`src/rtl/tti_pkg.sv`:
```
package tti_pkg;
   localparam int DATA_W      = 32;
   localparam int ADDR_W      = 3;
   localparam int MAX_LVL     = 3;
   localparam int CORE_EN_BIT = 0;
   localparam int TRIP_EN_BIT = 12;
   localparam logic [DATA_W-1:0] CTRL_RST = 32'h1000_8802;

   typedef enum logic [ADDR_W-1:0] {
      A_CTRL  = 3'd0,
      A_HEAT  = 3'd1,
      A_COOL  = 3'd2,
      A_INTEN = 3'd3,
      A_STAT  = 3'd4,
      A_CLR   = 3'd5,
      A_TEMP  = 3'd6,
      A_NONE  = 3'd7
   } addr_e;

   // status / enable / clear bit for a heating level
   function automatic int heat_pos(input int lvl);
      return 4 * lvl;
   endfunction

   // status / enable / clear bit for a cooling level
   function automatic int cool_pos(input int lvl);
      return 16 + 4 * lvl;
   endfunction

   // lowest bit of a level's code inside a packed limit register
   function automatic int thr_lsb(input int lvl);
      return 8 + 8 * lvl;
   endfunction

   function automatic logic [DATA_W-1:0] evt_mask(input int nlvl);
      logic [DATA_W-1:0] m;
      m = '0;
      for (int i = 0; i < nlvl; i++) begin
         m[heat_pos(i)] = 1'b1;
         m[cool_pos(i)] = 1'b1;
      end
      return m;
   endfunction

   function automatic logic [DATA_W-1:0] thr_mask(input int nlvl, input int cw);
      logic [DATA_W-1:0] m;
      m = '0;
      for (int i = 0; i < nlvl; i++)
         for (int b = 0; b < cw; b++)
            m[thr_lsb(i) + b] = 1'b1;
      return m;
   endfunction
endpackage

```
`src/rtl/tti_level.sv`:
```
module tti_level #(
   parameter int CODE_W = 8
) (
   input  logic              clk,
   input  logic              rst_n,
   input  logic              core_en,
   input  logic [CODE_W-1:0] temp,
   input  logic [CODE_W-1:0] heat_thr,
   input  logic [CODE_W-1:0] cool_thr,
   input  logic              clr_heat,
   input  logic              clr_cool,
   output logic              heat_st,
   output logic              cool_st
);
   logic armed_q;
   logic heat_hit;
   logic cool_hit;

   assign heat_hit = core_en && (temp >= heat_thr);
   assign cool_hit = core_en && armed_q && (temp < cool_thr);

   always_ff @(posedge clk) begin
      if (!rst_n) begin
         armed_q <= 1'b0;
         heat_st <= 1'b0;
         cool_st <= 1'b0;
      end else begin
         heat_st <= (heat_st && !clr_heat) || heat_hit;
         cool_st <= (cool_st && !clr_cool) || cool_hit;
         if (!core_en)
            armed_q <= 1'b0;
         else if (temp >= cool_thr)
            armed_q <= 1'b1;
         else if (cool_hit)
            armed_q <= 1'b0;
      end
   end
endmodule

```
`src/rtl/tti_trip.sv`:
```
module tti_trip (
   input  logic clk,
   input  logic rst_n,
   input  logic allow,
   input  logic hot,
   output logic trip
);
   always_ff @(posedge clk) begin
      if (!rst_n)
         trip <= 1'b0;
      else if (allow && hot)
         trip <= 1'b1;
   end
endmodule

```
`src/rtl/tti_regs.sv`:
```
module tti_regs
   import tti_pkg::*;
#(
   parameter int LVL_N  = 3,
   parameter int CODE_W = 8
) (
   input  logic                         clk,
   input  logic                         rst_n,
   input  logic                         we,
   input  logic [ADDR_W-1:0]            addr,
   input  logic [DATA_W-1:0]            wdata,
   input  logic [DATA_W-1:0]            stat,
   input  logic [CODE_W-1:0]            temp,
   output logic [DATA_W-1:0]            rdata,
   output logic                         core_en,
   output logic                         trip_en,
   output logic [LVL_N-1:0][CODE_W-1:0] heat_thr,
   output logic [LVL_N-1:0][CODE_W-1:0] cool_thr,
   output logic [DATA_W-1:0]            inten,
   output logic [LVL_N-1:0]             clr_heat,
   output logic [LVL_N-1:0]             clr_cool
);
   localparam logic [DATA_W-1:0] EVT_M = evt_mask(LVL_N);
   localparam logic [DATA_W-1:0] THR_M = thr_mask(LVL_N, CODE_W);

   addr_e             a;
   logic [DATA_W-1:0] ctrl_q, heat_q, cool_q, inten_q;
   logic              clr_wr;

   assign a      = addr_e'(addr);
   assign clr_wr = we && (a == A_CLR);

   always_ff @(posedge clk) begin
      if (!rst_n) begin
         ctrl_q  <= CTRL_RST;
         heat_q  <= '0;
         cool_q  <= '0;
         inten_q <= '0;
      end else if (we) begin
         case (a)
            A_CTRL:  ctrl_q  <= wdata;
            A_HEAT:  heat_q  <= wdata & THR_M;
            A_COOL:  cool_q  <= wdata & THR_M;
            A_INTEN: inten_q <= wdata & EVT_M;
            default: ;
         endcase
      end
   end

   always_comb begin
      case (a)
         A_CTRL:  rdata = ctrl_q;
         A_HEAT:  rdata = heat_q;
         A_COOL:  rdata = cool_q;
         A_INTEN: rdata = inten_q;
         A_STAT:  rdata = stat;
         A_TEMP:  rdata = {{(DATA_W-CODE_W){1'b0}}, temp};
         default: rdata = '0;
      endcase
   end

   assign core_en = ctrl_q[CORE_EN_BIT];
   assign trip_en = ctrl_q[TRIP_EN_BIT];
   assign inten   = inten_q;

   for (genvar i = 0; i < LVL_N; i++) begin : g_fld
      assign heat_thr[i] = heat_q[thr_lsb(i) +: CODE_W];
      assign cool_thr[i] = cool_q[thr_lsb(i) +: CODE_W];
      assign clr_heat[i] = clr_wr && wdata[heat_pos(i)];
      assign clr_cool[i] = clr_wr && wdata[cool_pos(i)];
   end
endmodule

```
`src/rtl/thermal_irq_ctrl.sv`:
```
module thermal_irq_ctrl
   import tti_pkg::*;
#(
   parameter int LVL_N  = 3,
   parameter int CODE_W = 8
) (
   input  logic        clk,
   input  logic        rst_n,
   input  logic [7:0]  temp_code,
   input  logic        reg_we,
   input  logic [2:0]  reg_addr,
   input  logic [31:0] reg_wdata,
   output logic [31:0] reg_rdata,
   output logic        irq,
   output logic        thermal_trip
);
   localparam int TOP_LVL = LVL_N - 1;

   if (LVL_N < 1 || LVL_N > MAX_LVL) begin : g_bad_lvl
      $error("LVL_N must lie in 1..3");
   end
   if (CODE_W != 8) begin : g_bad_code
      $error("CODE_W must be 8 to fit the packed limit fields");
   end

   logic                         core_en, trip_en;
   logic [LVL_N-1:0][CODE_W-1:0] heat_thr, cool_thr;
   logic [DATA_W-1:0]            inten_q;
   logic [LVL_N-1:0]             clr_heat, clr_cool;
   logic [LVL_N-1:0]             heat_st, cool_st;
   logic [DATA_W-1:0]            stat_v;

   tti_regs #(.LVL_N(LVL_N), .CODE_W(CODE_W)) u_regs (
      .clk      (clk),
      .rst_n    (rst_n),
      .we       (reg_we),
      .addr     (reg_addr),
      .wdata    (reg_wdata),
      .stat     (stat_v),
      .temp     (temp_code),
      .rdata    (reg_rdata),
      .core_en  (core_en),
      .trip_en  (trip_en),
      .heat_thr (heat_thr),
      .cool_thr (cool_thr),
      .inten    (inten_q),
      .clr_heat (clr_heat),
      .clr_cool (clr_cool)
   );

   for (genvar i = 0; i < LVL_N; i++) begin : g_lvl
      tti_level #(.CODE_W(CODE_W)) u_lvl (
         .clk      (clk),
         .rst_n    (rst_n),
         .core_en  (core_en),
         .temp     (temp_code),
         .heat_thr (heat_thr[i]),
         .cool_thr (cool_thr[i]),
         .clr_heat (clr_heat[i]),
         .clr_cool (clr_cool[i]),
         .heat_st  (heat_st[i]),
         .cool_st  (cool_st[i])
      );
   end

   always_comb begin
      stat_v = '0;
      for (int i = 0; i < LVL_N; i++) begin
         stat_v[heat_pos(i)] = heat_st[i];
         stat_v[cool_pos(i)] = cool_st[i];
      end
   end

   assign irq = |(stat_v & inten_q);

   tti_trip u_trip (
      .clk   (clk),
      .rst_n (rst_n),
      .allow (core_en && trip_en),
      .hot   (temp_code >= heat_thr[TOP_LVL]),
      .trip  (thermal_trip)
   );
endmodule

```
`config.mk`:
```
export PLATFORM = sky130hd
export DESIGN_NAME = thermal_irq_ctrl
export DESIGN_NICKNAME = d
export VERILOG_FILES = /design/src/rtl/tti_pkg.sv /design/src/rtl/tti_level.sv /design/src/rtl/tti_trip.sv /design/src/rtl/tti_regs.sv /design/src/rtl/thermal_irq_ctrl.sv
export SDC_FILE = /design/constraint.sdc
export NUM_CORES = 1
export LEC_CHECK = 0
export BUFFER_PORTS_ARGS = -buffer_cell sky130_fd_sc_hd__buf_4
export CORE_ASPECT_RATIO = 0.8
export CORE_UTILIZATION = 52
export DETAILED_ROUTE_END_ITERATION = 8
export PLACE_DENSITY = 0.76
export RECOVER_POWER = 100
export SETUP_SLACK_MARGIN = 0.05
export SLEW_MARGIN = 0
export SYNTH_ARGS = -nofsm -noshare
export SYNTH_HDL_FRONTEND = slang
export SYNTH_SLANG_ARGS = --single-unit
```
`constraint.sdc`:
```
create_clock -name clk -period 1.67 [get_ports clk]
set_input_delay 0.334 -clock clk [delete_from_list [all_inputs] [get_ports clk]]
set_output_delay 0.334 -clock clk [all_outputs]
set_load 0.02 [all_outputs]
```
# ---- Word-level counts from Yosys, hierarchy flattened
# Index checks and enable logic that the tools add are counted.
dict set report word_totals {
  register_bits 96
  inputBits 46
}
dict set report classes {
  magnitude_cmp 9
  n_eq_ne 6
  muxes 7
  bitwise 1
  reduce_logical 46
}
# cell count
set op_table {}
lappend op_table {{32-bit case mux with 6 select lines} 1}
lappend op_table {{8-bit >= comparator} 6}
lappend op_table {{32-bit OR reduction} 1}
lappend op_table {{25-bit bitwise AND} 1}
lappend op_table {{1-bit logical AND} 24}
lappend op_table {{8-bit < comparator} 3}
lappend op_table {{2-bit AND reduction} 5}
lappend op_table {{3-bit equality test (second input constant)} 3}
lappend op_table {{3-bit by 2-bit equality test with 1-bit output (second input constant)} 2}
lappend op_table {{1-bit logical NOT} 6}
lappend op_table {{1-bit logical OR} 6}
lappend op_table {{1-bit 2-to-1 mux} 6}
lappend op_table {{2-bit nonzero test} 3}
lappend op_table {{3-bit by 1-bit equality test with 1-bit output (second input constant)} 1}
lappend op_table {{3-bit logical NOT} 1}

# ---- Depth between registers and ports, before layout
# Gate-level depths: netlist (run 1).
dict set report logic_depth {
  depth_word 6
  ltp_mapped 7
  mapped_depth_nobuf 6
}

# ---- Hierarchy
# Synthesis (run 1) repeated with hierarchy kept, for this count alone.
dict set report unflattened {
  hier_cells 781
  hier_area_um2 6248.5
}
# module n_inst cells_per_inst area_per_inst_um2 seq_area_each_um2
set modules_own_cells {}
lappend modules_own_cells {tti_regs 1 558 4504.3 1721.7}
lappend modules_own_cells {tti_level 3 63 493.0 60.1}
lappend modules_own_cells {thermal_irq_ctrl 1 31 234.0 0.0}
lappend modules_own_cells {tti_trip 1 3 31.3 20.0}

# ---- Least setup slack after synthesis (run 1)
# No wires, ideal clock.
dict set report synth_timing {
  path_kind {input-to-output}
  from {input reg_addr[1]}
  to {output reg_rdata[0]}
  arrival_ns 1.571
  slack_ns -0.235
  stages 5
  cell_sequence {buf_4 buf_6 nor2_1 a22oi_1 o21ai_0}
}
dict set report synth_via {
  elab_chain_len 2
}
# element line
set synth_rtl {}
lappend synth_rtl {{from (decl)} thermal_irq_ctrl.sv:11} ;# input logic [2:0] reg_addr,
lappend synth_rtl {{3-bit equality test (tied with other cells)} tti_regs.sv:51} ;# case (a)
lappend synth_rtl {{32-bit case mux with 6 select lines *} tti_regs.sv:51}
lappend synth_rtl {{to (decl)} thermal_irq_ctrl.sv:13} ;# output logic [31:0] reg_rdata,
# Every way passes the cells marked *; elsewhere a longest branch is shown, timed or not.

# ---- Worst setup path in the final report (run 1)
dict set report layout_timing {
  from {register u_regs.heat_q[8]}
  to {output reg_rdata[8]}
}
dict set report layout_via {
  elab_chain_len 1
}
# element line
set layout_rtl {}
lappend layout_rtl {{from (decl)} tti_regs.sv:27} ;# logic [DATA_W-1:0] ctrl_q, heat_q, cool_q, inten_q;
lappend layout_rtl {{from (signal assigned)} tti_regs.sv:42} ;# A_HEAT: heat_q <= wdata & THR_M;
lappend layout_rtl {{32-bit case mux with 6 select lines} tti_regs.sv:51}
# No other way between the ends.

==> results by group, run 1 <==
Logic synthesis
  • Seq cells post-synth: 96
  • Sequential area share after synthesis: between 30 and 40%
  • Synth top area share: 34.2%
  • Syn. warnings: 0
  • Cells after Synth: 719
  • Yosys top cell by area: dfxtp_1
  • Syn nets: between 800 and 900
  • Mapped Area: 5610 um^2
  • Avg Cell Area, Syn: ~7.8 um^2
  • Cell variety after synth: 38
  • Top cells by area, synth: dfxtp_1, nand2_1, ha_1, a21boi_1, mux2i_1

Timing
  • Setup TNS: 0 ns
  • Final Skew: 0.00436 ns
  • Final Cycle Share: roughly 100%
  • Min Clock Period, post-route: 1.67 ns
  • Hold_ws: 0.210 ns
  • Slew Limit Fails: 0
  • Fin. Hold Viols: 0
  • Final Setup Violations: 0
  • Max Clk Rate: 0.599 GHz
  • Slew @ Worst Pin: 0.550 ns
  • Slew headroom: 63.4%
  • RSZ-0062 raised after global routing: true

Layout
  • Most frequent cells in the layout: nand2_1, buf_4, dfxtp_1, a21boi_1, ha_1
  • Commonest non-fill, non-tap cell in the layout: nand2_1
  • Fillers: approximately 830
  • Fraction of layout cells with a size suffix above 1: 27.3%
  • Nets@finish: 909
  • Area grow syn2layout: 28.3%
  • Inserted Diodes: 0

GRT
  • Met3 usage: 7.13%
  • Gr usage total: 31.5%
  • Initial antenna violation count: 0
  • GRT busiest layer: met2
  • Met2 global-route usage: about half
  • Wire length of the first global-routing pass: about 27 mm
  • Global route total overflow: 0
  • Pin count of the biggest net entering global routing: 60
  • Met1 GRT Util: between 40% and 50%
  • Vias in the first global route: roughly 5.3k

Worst hold path
  • Hold Crit Start: reg_wdata[1]
  • Worst Hold Depth: 3
  • Worst hold endpoint: u_regs.ctrl_q[1]
  • Hold/Removal Path Class: input port to flop

Detailed routing
  • Iter 0 DRT Violations: 455
  • Via/cell ratio: 5.73
  • Wire per inst: about 18 um
  • # DRC: 0
  • Vias: 5497
  • First drt pass iteration count: 5
  • Routed WL: 17.6 mm
  • Final ANT Viol Nets: 0

Clocking
  • H-tree Lvls: 3
  • CTS tree: yes
  • Clk root buf: clkbuf_16
  • Longest Clk Path Bufs: 2
  • CTS Buf Count: 9
  • Worst skew pair latency: 0.35 ns
  • CTS sink cnt: 96
  • Clock slew at reported path FFs: 0.07 ns

Setup path
  • Critical path's slowest cell: dfxtp_2
  • Setup crit start kind: flop
  • WS Path Type: flop to output port
  • Req. time, crit path: 1.34 ns
  • CP top delay family: flip-flops
  • Worst EP arrival: 1.34 ns
  • Worst Path Buf+Inv: 2
  • CP max stage delay: 0.34 ns
  • Critical path peak fanout: 2
  • R2R depth: 5
  • CP most frequent cell: buf_6
  • R2R Path End: u_trip.trip
  • Critical Path End Type: output port
  • Flop-to-flop setup slack: about 0.14 ns
  • Worst r2r src: u_regs.heat_q[24]
  • CP Cell Sequence: buf_6 > mux2i_1 > nor2_1 > nand2_1 > o21ai_2 > buf_6

Pwr
  • Logic pwr share: 15.5%
  • Power Dens Cells: ~740 nW/um^2
  • Cell leakage power: 2.87 nW
  • Switch Pwr: 0.00139 W
  • Max VDD drop: 0.000531 V
  • Clock power frac: 40.0%
  • Sequential power share: 44.5%
  • Int Pwr: 0.00395 W
  • Fraction of power spent switching nets: between 20% and 30%

Die
  • Die Height: roughly 95 um
  • Ports: 80
  • Core ar.: 10400 um^2
  • Die Wd: 118 um
  • Row count: 33
  • Effective utilization at floorplan: 54.2%
  • Die area: 11200 um^2

Place
  • GP Congestion: slightly above 0.9
  • Final HPWL DP: 12.2 mm
  • I/O Buffers: 79

Run status
  • Outcome: finished clean

Flow run
  • Maxcap violations: 0
==> power groups by stage <==
stage / clock network [W] / logic, W / registers, W
global placement: 0 / 0.000723 / 0.00242
global route: 0.00224 / 0.000890 / 0.00238
detailed placement: 0 / 0.000743 / 0.00242
floorplan: 0 / 0.000428 / 0.00241
CTS: 0.00214 / 0.000773 / 0.00237
finish: 0.00214 / 0.000826 / 0.00237
==> per-stage QoR <==
| step | total power, W | instance area (um^2) | setup WS [ns] | instances | utilization, % |
|---|---|---|---|---|---|
| floorplan | 0.00284 | 5690 | 0.0593 | 719 | - |
| global placement | 0.00314 | 6570 | -0.0917 | 933 | 63.4 |
| detailed placement | 0.00317 | 6570 | -0.143 | 933 | 63.4 |
| CTS | 0.00528 | 6970 | 0.00476 | 952 | 67.2 |
| global route | 0.00550 | 7200 | -0.0718 | 960 | 69.5 |
| finish | 0.00534 | 7200 | 0.000225 | 960 | 69.5 |
==> worst min-delay path, cell delays in order <==
cell and delay (ns):
buf_4 0.09, nand2_1 0.04, nand3_1 0.06
==> synth_stat cells <==
library cell / instances
a2111o_1: 1
a2111oi_0: 2
a21boi_0: 16
a21boi_1: 63
a21o_1: 9
a21oi_1: 35
a22oi_1: 12
a32o_1: 3
a32oi_1: 4
and2_0: 1
and2_1: 4
and4b_1: 1
buf_1: 4
buf_2: 10
buf_4: 5
buf_6: 5
clkbuf_1: 20
dfxtp_1: 96
ha_1: 48
inv_1: 43
mux2_2: 2
mux2i_1: 33
nand2_1: 180
nand2b_1: 3
nand2b_4: 1
nand3_1: 11
nand4_1: 6
nor2_1: 59
nor2b_1: 11
nor2b_2: 1
nor2b_4: 1
nor3_1: 10
nor3_2: 1
o211ai_1: 3
o21ai_0: 11
o311ai_0: 1
or3_1: 1
or4_1: 2
==> layer usage <==
layer / routed length [um] / vias up
met5: 0 / -
met3: 1410 / 46
li1: - / 2608
met1: 7870 / 2593
met2: 7870 / 250
met4: 475 / 0
==> worst max-delay path by stage <==
stage / end / start / cells after the start / slack (ns)
finish: reg_rdata[8] / u_regs.heat_q[8] / 6 / 0.0002
CTS: reg_rdata[0] / g_lvl[0].u_lvl.heat_st / 4 / 0.005
detailed placement: u_trip.trip / temp_code[0] / 7 / -0.14
floorplan: reg_rdata[16] / reg_addr[1] / 7 / 0.06
global placement: g_lvl[0].u_lvl.heat_st / temp_code[0] / 7 / -0.09
global route: reg_rdata[16] / u_regs.heat_q[16] / 6 / -0.07
==> state kept, by name, indices dropped and copies added (netlist names) <==
signal,cells
u_regs.ctrl_q,32
g_lvl.u_lvl.armed_q,3
g_lvl.u_lvl.cool_st,3
u_trip.trip,1
u_regs.cool_q,24
g_lvl.u_lvl.heat_st,3
u_regs.inten,6
u_regs.heat_q,24
==> cell type report <==
class	count	area (um^2)	area share, %
inverters	43	161	2.24
repair buffers	129	1120	15.6
multi-input cells	536	3480	48.4
clock buffers	13	260	3.61
clock inverters	3	40.0	0.556
flip-flops and latches	96	1960	27.2
well taps	140	175	2.43
==> what timing repair did <==
action                                 in CTS  in global routing
pin swaps                                   1                 12
resized for setup                          18                 61
endpoints found under the hold margin       0                  0
setup endpoints to repair                  31                 30
gates cloned                                1                  0
setup buffers                               2                  8
hold buffers                                0                  0
==> kinds of logic after synthesis <==
kind of cell	Yosys count	synth area share [%]
adder cells (fa/ha/maj)	48	10.7
flip-flops	96	34.2
buffers and inverters	87	7.04
AND/OR/NAND/NOR	293	22.0
multiplexers	35	6.29
AO/OA/AOI/OAI	160	19.7
Power figures use the tool's default switching activity.
==> run 2, diff against run 1 <==
CORE_UTILIZATION = 54   (was 52)
CTS_BUF_LIST = sky130_fd_sc_hd__clkbuf_8   (was not set)
PLACE_DENSITY = 0.79   (was 0.76)
==> run 2 against run 1 <==
Against the previous run:
- the flow now finishes with violations (setup timing)
- maximum frequency down 0.24%
- power down 14%
- non-clock buffer count down 14
- sequential power about the same
- final cell count down 1.9%
- clock skew up 0.0094 ns
- global-route usage down 0.39 points
- die area down 3.6%
- via count down 1.2%
- clock-buffer cell count down 3
- sequential share of layout area up 1.3 points
- final area down 4.0%
==> results by group, run 2 (synthesis results as in run 1) <==
Run status
  • Outcome: complete, but fails checks
  • Failing checks: setup timing

GRT
  • Global route total overflow: 0
  • Pin count of the biggest net entering global routing: a little over 90
  • Wire length of the first global-routing pass: 25.7 mm
  • Gr usage total: 31.1%
  • Vias in the first global route: 5052
  • Initial antenna violation count: 0

Worst hold path
  • Hold/Removal Path Class: input port to flop

Detailed routing
  • Vias: 5430
  • Routed WL: 16.8 mm
  • Wire per inst: 17.8 um
  • Final ANT Viol Nets: 0
  • # DRC: 0
  • First drt pass iteration count: 5
  • Iter 0 DRT Violations: 455
  • Via/cell ratio: 5.76

Place
  • Final HPWL DP: 11.5 mm
  • Cell Area, Placed: 6520 um^2
  • GP Congestion: around 0.90
  • I/O Buffers: 79

Pwr
  • Logic pwr share: 17.1%
  • Pwr Total: 0.00457 W
  • Int Pwr: 0.00325 W
  • Power Dens Cells: 661 nW/um^2
  • Fraction of power spent switching nets: 28.9%
  • Switch Pwr: approximately 0.0013 W
  • Sequential power share: 51.9%
  • Cell leakage power: 2.66 nW
  • Max VDD drop: 0.000465 V
  • Clock power frac: 30.9%

Layout
  • Fillers: 824
  • Inserted Diodes: 0
  • Largest Register: u_regs.ctrl_q
  • Top flop regs: u_regs.ctrl_q: 32 flops, u_regs.cool_q: 24 flops, u_regs.heat_q: 24 flops
  • Fin area: 6910 um^2
  • Fraction of layout cells with a size suffix above 1: a little over a quarter
  • Most frequent cells in the layout: nand2_1, a21boi_0, buf_4, dfxtp_1, ha_1
  • Largest register FFs: 32
  • Commonest non-fill, non-tap cell in the layout: nand2_1
  • Area grow syn2layout: 23.2%
  • Nets@finish: 895

Timing
  • Slew Limit Fails: 0
  • Slew headroom: 47.5%
  • Fin. Hold Viols: 0
  • Min Clock Period, post-route: between 1.5 and 2 ns
  • Final Skew: 0.0138 ns
  • Max Clk Rate: 0.597 GHz
  • Final Cycle Share: 100%
  • RSZ-0062 raised after global routing: true
  • Slew @ Worst Pin: about 0.79 ns
  • Final Setup Violations: 1
  • Post-route setup slack: -0.00381 ns

Clocking
  • Clk root buf: clkbuf_8
  • H-tree Lvls: 3
  • CTS tree: yes
  • CTS sink cnt: 96
  • Clock slew at reported path FFs: 0.10 ns
  • Longest Clk Path Bufs: 2
  • Worst skew pair latency: about 0.37 ns
  • CTS Buf Count: 9

Setup path
  • CP max stage delay: around 0.34 ns
  • Critical path's slowest cell: dfxtp_2
  • Req. time, crit path: 1.34 ns
  • Setup crit start kind: flop
  • Flop-to-flop setup slack: ~0.090 ns
  • Critical Path End Type: output port
  • Worst EP arrival: 1.34 ns
  • WS Path Type: flop to output port
  • Critical path peak fanout: 2
  • CP top delay family: flip-flops
  • Worst Path Buf+Inv: 1
  • CP Cell Sequence: mux2_4 > a22oi_2 > o21ai_2 > buf_6

Die
  • Die area: about 11000 um^2
  • Ports: 80
  • Effective utilization at floorplan: 57.0%
  • Die Wd: about 120 um
  • Core ar.: 9850 um^2
  • Row count: 32
  • Die Height: 93.2 um

Flow run
  • Maxcap violations: 0
run 2: changes by cell type in the layout (fill, tap and decap cells not counted), moves of 7 or more:
cell and delta:
a21boi_0 +54, dfxtp_1 -11, a21boi_1 -54, buf_4 -34, buf_2 +8, dfxtp_2 +12
clkbuf_8 +8, clkbuf_2 +7, clkbuf_16 -8
run 2: final timing paths:
path	startpoint	to	cells after the start
max reg2reg	u_regs.cool_q[21]	g_lvl[1].u_lvl.cool_st	6
min	reg_wdata[28]	u_regs.ctrl_q[28]	3
max	g_lvl[1].u_lvl.heat_st	reg_rdata[4]	4
min reg2reg	u_regs.ctrl_q[13]	u_regs.ctrl_q[13]	2
run 2: final cells by class:
class | count | area (um^2) | area share (%)
Multi-Input combinational cell | 536 | 3490 | 50.4
Sequential cell | 96 | 1970 | 28.5
Timing Repair Buffer | 115 | 953 | 13.8
Tap cell | 136 | 170 | 2.46
Inverter | 43 | 161 | 2.33
Clock buffer | 10 | 138 | 1.99
Clock inverter | 6 | 36.3 | 0.525
run 2: tightest hold or removal path: stages:
cell and delay [ns]:
buf_4 0.09, nand2_1 0.04, nand3_1 0.06
run 2: per-stage QoR:
| step | hold slack [ns] | util (%) | worst slack, ns | instances | TNS (ns) |
|---|---|---|---|---|---|
| 5_1_grt | 0.202 | 70.2 | -0.0384 | 942 | -0.243 |
| 6_report | 0.195 | 70.2 | -0.00381 | 942 | -0.00381 |
| 3_5_place_dp | 0.446 | 66.2 | -0.175 | 916 | -0.764 |
| 4_1_cts | 0.184 | 68.6 | -0.0327 | 935 | -0.0430 |
| 3_3_place_gp | 0.441 | 66.2 | -0.0853 | 916 | -0.284 |
| 2_1_floorplan | 0.434 | - | 0.0593 | 719 | 0 |
run 2: repair_timing:
action / CTS / global route
cloned: 0 / 1
hold buffers: 0 / 0
setup endpoints to repair: 22 / 38
setup buffers: 3 / 6
gates resized for setup: 15 / 86
pin swaps: 2 / 21
run 2: per-layer routing:
| metal | share of wire [%] | vias up | GRT usage, % |
|---|---|---|---|
| li1 | - | 2573 | - |
| met1 | 44 | 2579 | 42.8 |
| met2 | 45 | 249 | 50.3 |
| met3 | 8.7 | 29 | 5.51 |
| met4 | 1.7 | 0 | 7.48 |
| met5 | 0 | - | 0 |
run 2: power by group through the flow:
stage | Sequential, W | Clock (W) | Combinational [W]
after floorplan | 0.00241 | 0 | 0.000428
after global placement | 0.00242 | 0 | 0.000714
after detailed placement | 0.00242 | 0 | 0.000735
after CTS | 0.00237 | 0.00142 | 0.000748
after global routing | 0.00238 | 0.00151 | 0.000842
final | 0.00237 | 0.00141 | 0.000782
==> run 3, diff against run 2 <==
SKIP_LAST_GASP = 1   (was not set)
==> run 3 against run 2 <==
Against the previous run:
- the run still ends with setup timing left
- register-to-register slack got worse by 0.02 ns
- routed wire length decreased by 0.11%
- power rose by 0.15%
- sequential power about the same
- combinational power barely moved
- sequential share of layout area decreased by 0.098 points
- die area unchanged
- worst hold slack improved by 0.0015 ns
==> results by group, run 3 (synthesis results as in run 1) <==
Setup path
  • Critical path's slowest cell: dfxtp_2
  • R2R depth: 6
  • CP top delay family: flip-flops
  • Worst EP arrival: 1.35 ns
  • Critical Path Start: g_lvl[1].u_lvl.heat_st
  • Critical path peak fanout: 2
  • WS Path Type: flop to output port
  • Worst Path Buf+Inv: 1
  • R2R Path End: g_lvl[1].u_lvl.cool_st
  • Critical Path End Type: output port
  • CP Cell Sequence: mux2_4 > a22oi_2 > o21ai_2 > buf_6
  • CP max stage delay: between 0.3 and 0.4 ns
  • Flop-to-flop setup slack: roughly 0.070 ns
  • Req. time, crit path: 1.34 ns
  • Worst r2r src: u_regs.cool_q[22]
  • Setup crit start kind: flop

Timing
  • Max Clk Rate: 0.595 GHz
  • Min Clock Period, post-route: ~1.7 ns
  • Slew headroom: 48.3%
  • Final Setup Violations: 2
  • Setup TNS: -0.0130 ns
  • Slew Limit Fails: 0
  • Post-route setup slack: -0.0103 ns
  • Final Skew: 0.0123 ns
  • Fin. Hold Viols: 0
  • Slew @ Worst Pin: 0.776 ns
  • RSZ-0062 raised after global routing: true
  • Hold_ws: 0.196 ns
  • Final Cycle Share: 101%

Place
  • Final HPWL DP: between 10 and 15 mm
  • I/O Buffers: 79
  • GP Congestion: ~0.90

Clocking
  • Longest Clk Path Bufs: 2
  • Quantity of hold-fixing buffers added after cts: 0
  • Clock slew at reported path FFs: 0.10 ns
  • H-tree Lvls: 3
  • Clk root buf: clkbuf_8
  • CTS tree: yes
  • Worst skew pair latency: 0.37 ns
  • CTS sink cnt: between 90 and 100
  • CTS Buf Count: 9

Pwr
  • Clock power frac: 31.0%
  • Max VDD drop: 0.000465 V
  • Power Dens Cells: ~660 nW/um^2
  • Logic pwr share: roughly 17%
  • Int Pwr: 0.00325 W
  • Cell leakage power: 2.66 nW
  • Sequential power share: 51.9%
  • Switch Pwr: 0.00133 W
  • Fraction of power spent switching nets: 29.0%
  • Pwr Total: ~0.0046 W

Layout
  • Nets@finish: approximately 900
  • Largest register FFs: 32
  • Largest Register: u_regs.ctrl_q
  • Fraction of layout cells with a size suffix above 1: between 20% and 30%
  • Commonest non-fill, non-tap cell in the layout: nand2_1
  • Most frequent cells in the layout: nand2_1, buf_4, a21boi_0, dfxtp_1, ha_1
  • Area grow syn2layout: 23.4%
  • Top flop regs: u_regs.ctrl_q: 32 flops, u_regs.cool_q: 24 flops, u_regs.heat_q: 24 flops
  • Inserted Diodes: 0

GRT
  • Initial antenna violation count: 0
  • Pin count of the biggest net entering global routing: 91
  • Vias in the first global route: about 5k
  • Gr usage total: 31.1%
  • Wire length of the first global-routing pass: 25.7 mm
  • Global route total overflow: 0

Detailed routing
  • Final ANT Viol Nets: 0
  • Via/cell ratio: 5.74
  • Vias: 5408
  • Wire per inst: roughly 18 um
  • First drt pass iteration count: 5
  • # DRC: 0
  • Routed WL: 16.7 mm
  • Iter 0 DRT Violations: 395

Die
  • Effective utilization at floorplan: 57.0%
  • Row count: 32
  • Die Wd: 116 um
  • Die area: 10800 um^2
  • Ports: 80
  • Core ar.: 9850 um^2
  • Die Height: 93.2 um

Flow run
  • Maxcap violations: 0

Run status
  • Outcome: complete, but fails checks
  • Failing checks: setup timing

Worst hold path
  • Hold/Removal Path Class: input port to flop
  • Hold Crit Start: reg_wdata[28]
  • Worst hold endpoint: u_regs.ctrl_q[28]
  • Worst Hold Depth: 3
-- run 3: cell count changes in the layout (fill, tap and decap cells not counted), sizes merged --
cell,before,now
clkbuf,27,25
buf,98,100
-- run 3: how the worst max path moves through the flow --
| stage | endpoint | depth (start not counted) | slack, ns |
|---|---|---|---|
| global placement | g_lvl[0].u_lvl.heat_st | 7 | -0.09 |
| detailed placement | g_lvl[0].u_lvl.heat_st | 7 | -0.18 |
| CTS | reg_rdata[4] | 4 | -0.03 |
| finish | reg_rdata[4] | 4 | -0.01 |
| global route | reg_rdata[16] | 5 | -0.04 |
| floorplan | reg_rdata[16] | 7 | 0.06 |
-- run 3: metrics by stage --
step	worst slack, ns	utilization [%]	std cells	area [um^2]
finish	-0.0103	70.3	942	6930
floorplan	0.0593	-	719	5690
global placement	-0.0853	66.2	916	6520
detailed placement	-0.175	66.2	916	6520
CTS	-0.0327	68.6	935	6760
global route	-0.0383	70.3	942	6930
-- run 3: power groups by stage --
stage / logic [W] / clock network [W] / registers, W
floorplan: 0.000428 / 0 / 0.00241
global placement: 0.000714 / 0 / 0.00242
detailed placement: 0.000735 / 0 / 0.00242
CTS: 0.000748 / 0.00142 / 0.00237
global route: 0.000844 / 0.00151 / 0.00238
finish: 0.000782 / 0.00142 / 0.00237
-- run 3: cell type report --
class / count / area [um^2]
clock buffers: 10 / 138
clock inverters: 6 / 36.3
fillers: 826 / 2920
inverters: 43 / 161
multi-input cells: 536 / 3490
flip-flops and latches: 96 / 1960
well taps: 136 / 170
repair buffers: 115 / 970
-- run 3: worst reg2reg max path, stage by stage, from the launching register on --
cell and delay, ns:
dfxtp_1 0.37, inv_1 0.06, ha_1 0.30, a21oi_1 0.07
a21boi_0 0.35, nor3_2 0.12, a32o_1 0.23
-- run 3: routing by layer --
metal	track usage (%)	vias up	part of all wire, %
li1	-	2571	-
met1	42.8	2547	44
met2	50.3	262	45
met3	5.51	28	9.3
met4	7.48	0	1.7
met5	0	-	0
-- run 3: repair_timing --
action	4_1_cts	5_1_grt
setup endpoints to repair	22	38
endpoints found under the hold margin	0	0
resized for setup	15	82
gates cloned	0	1
pin swaps	2	21
setup buffers	3	6
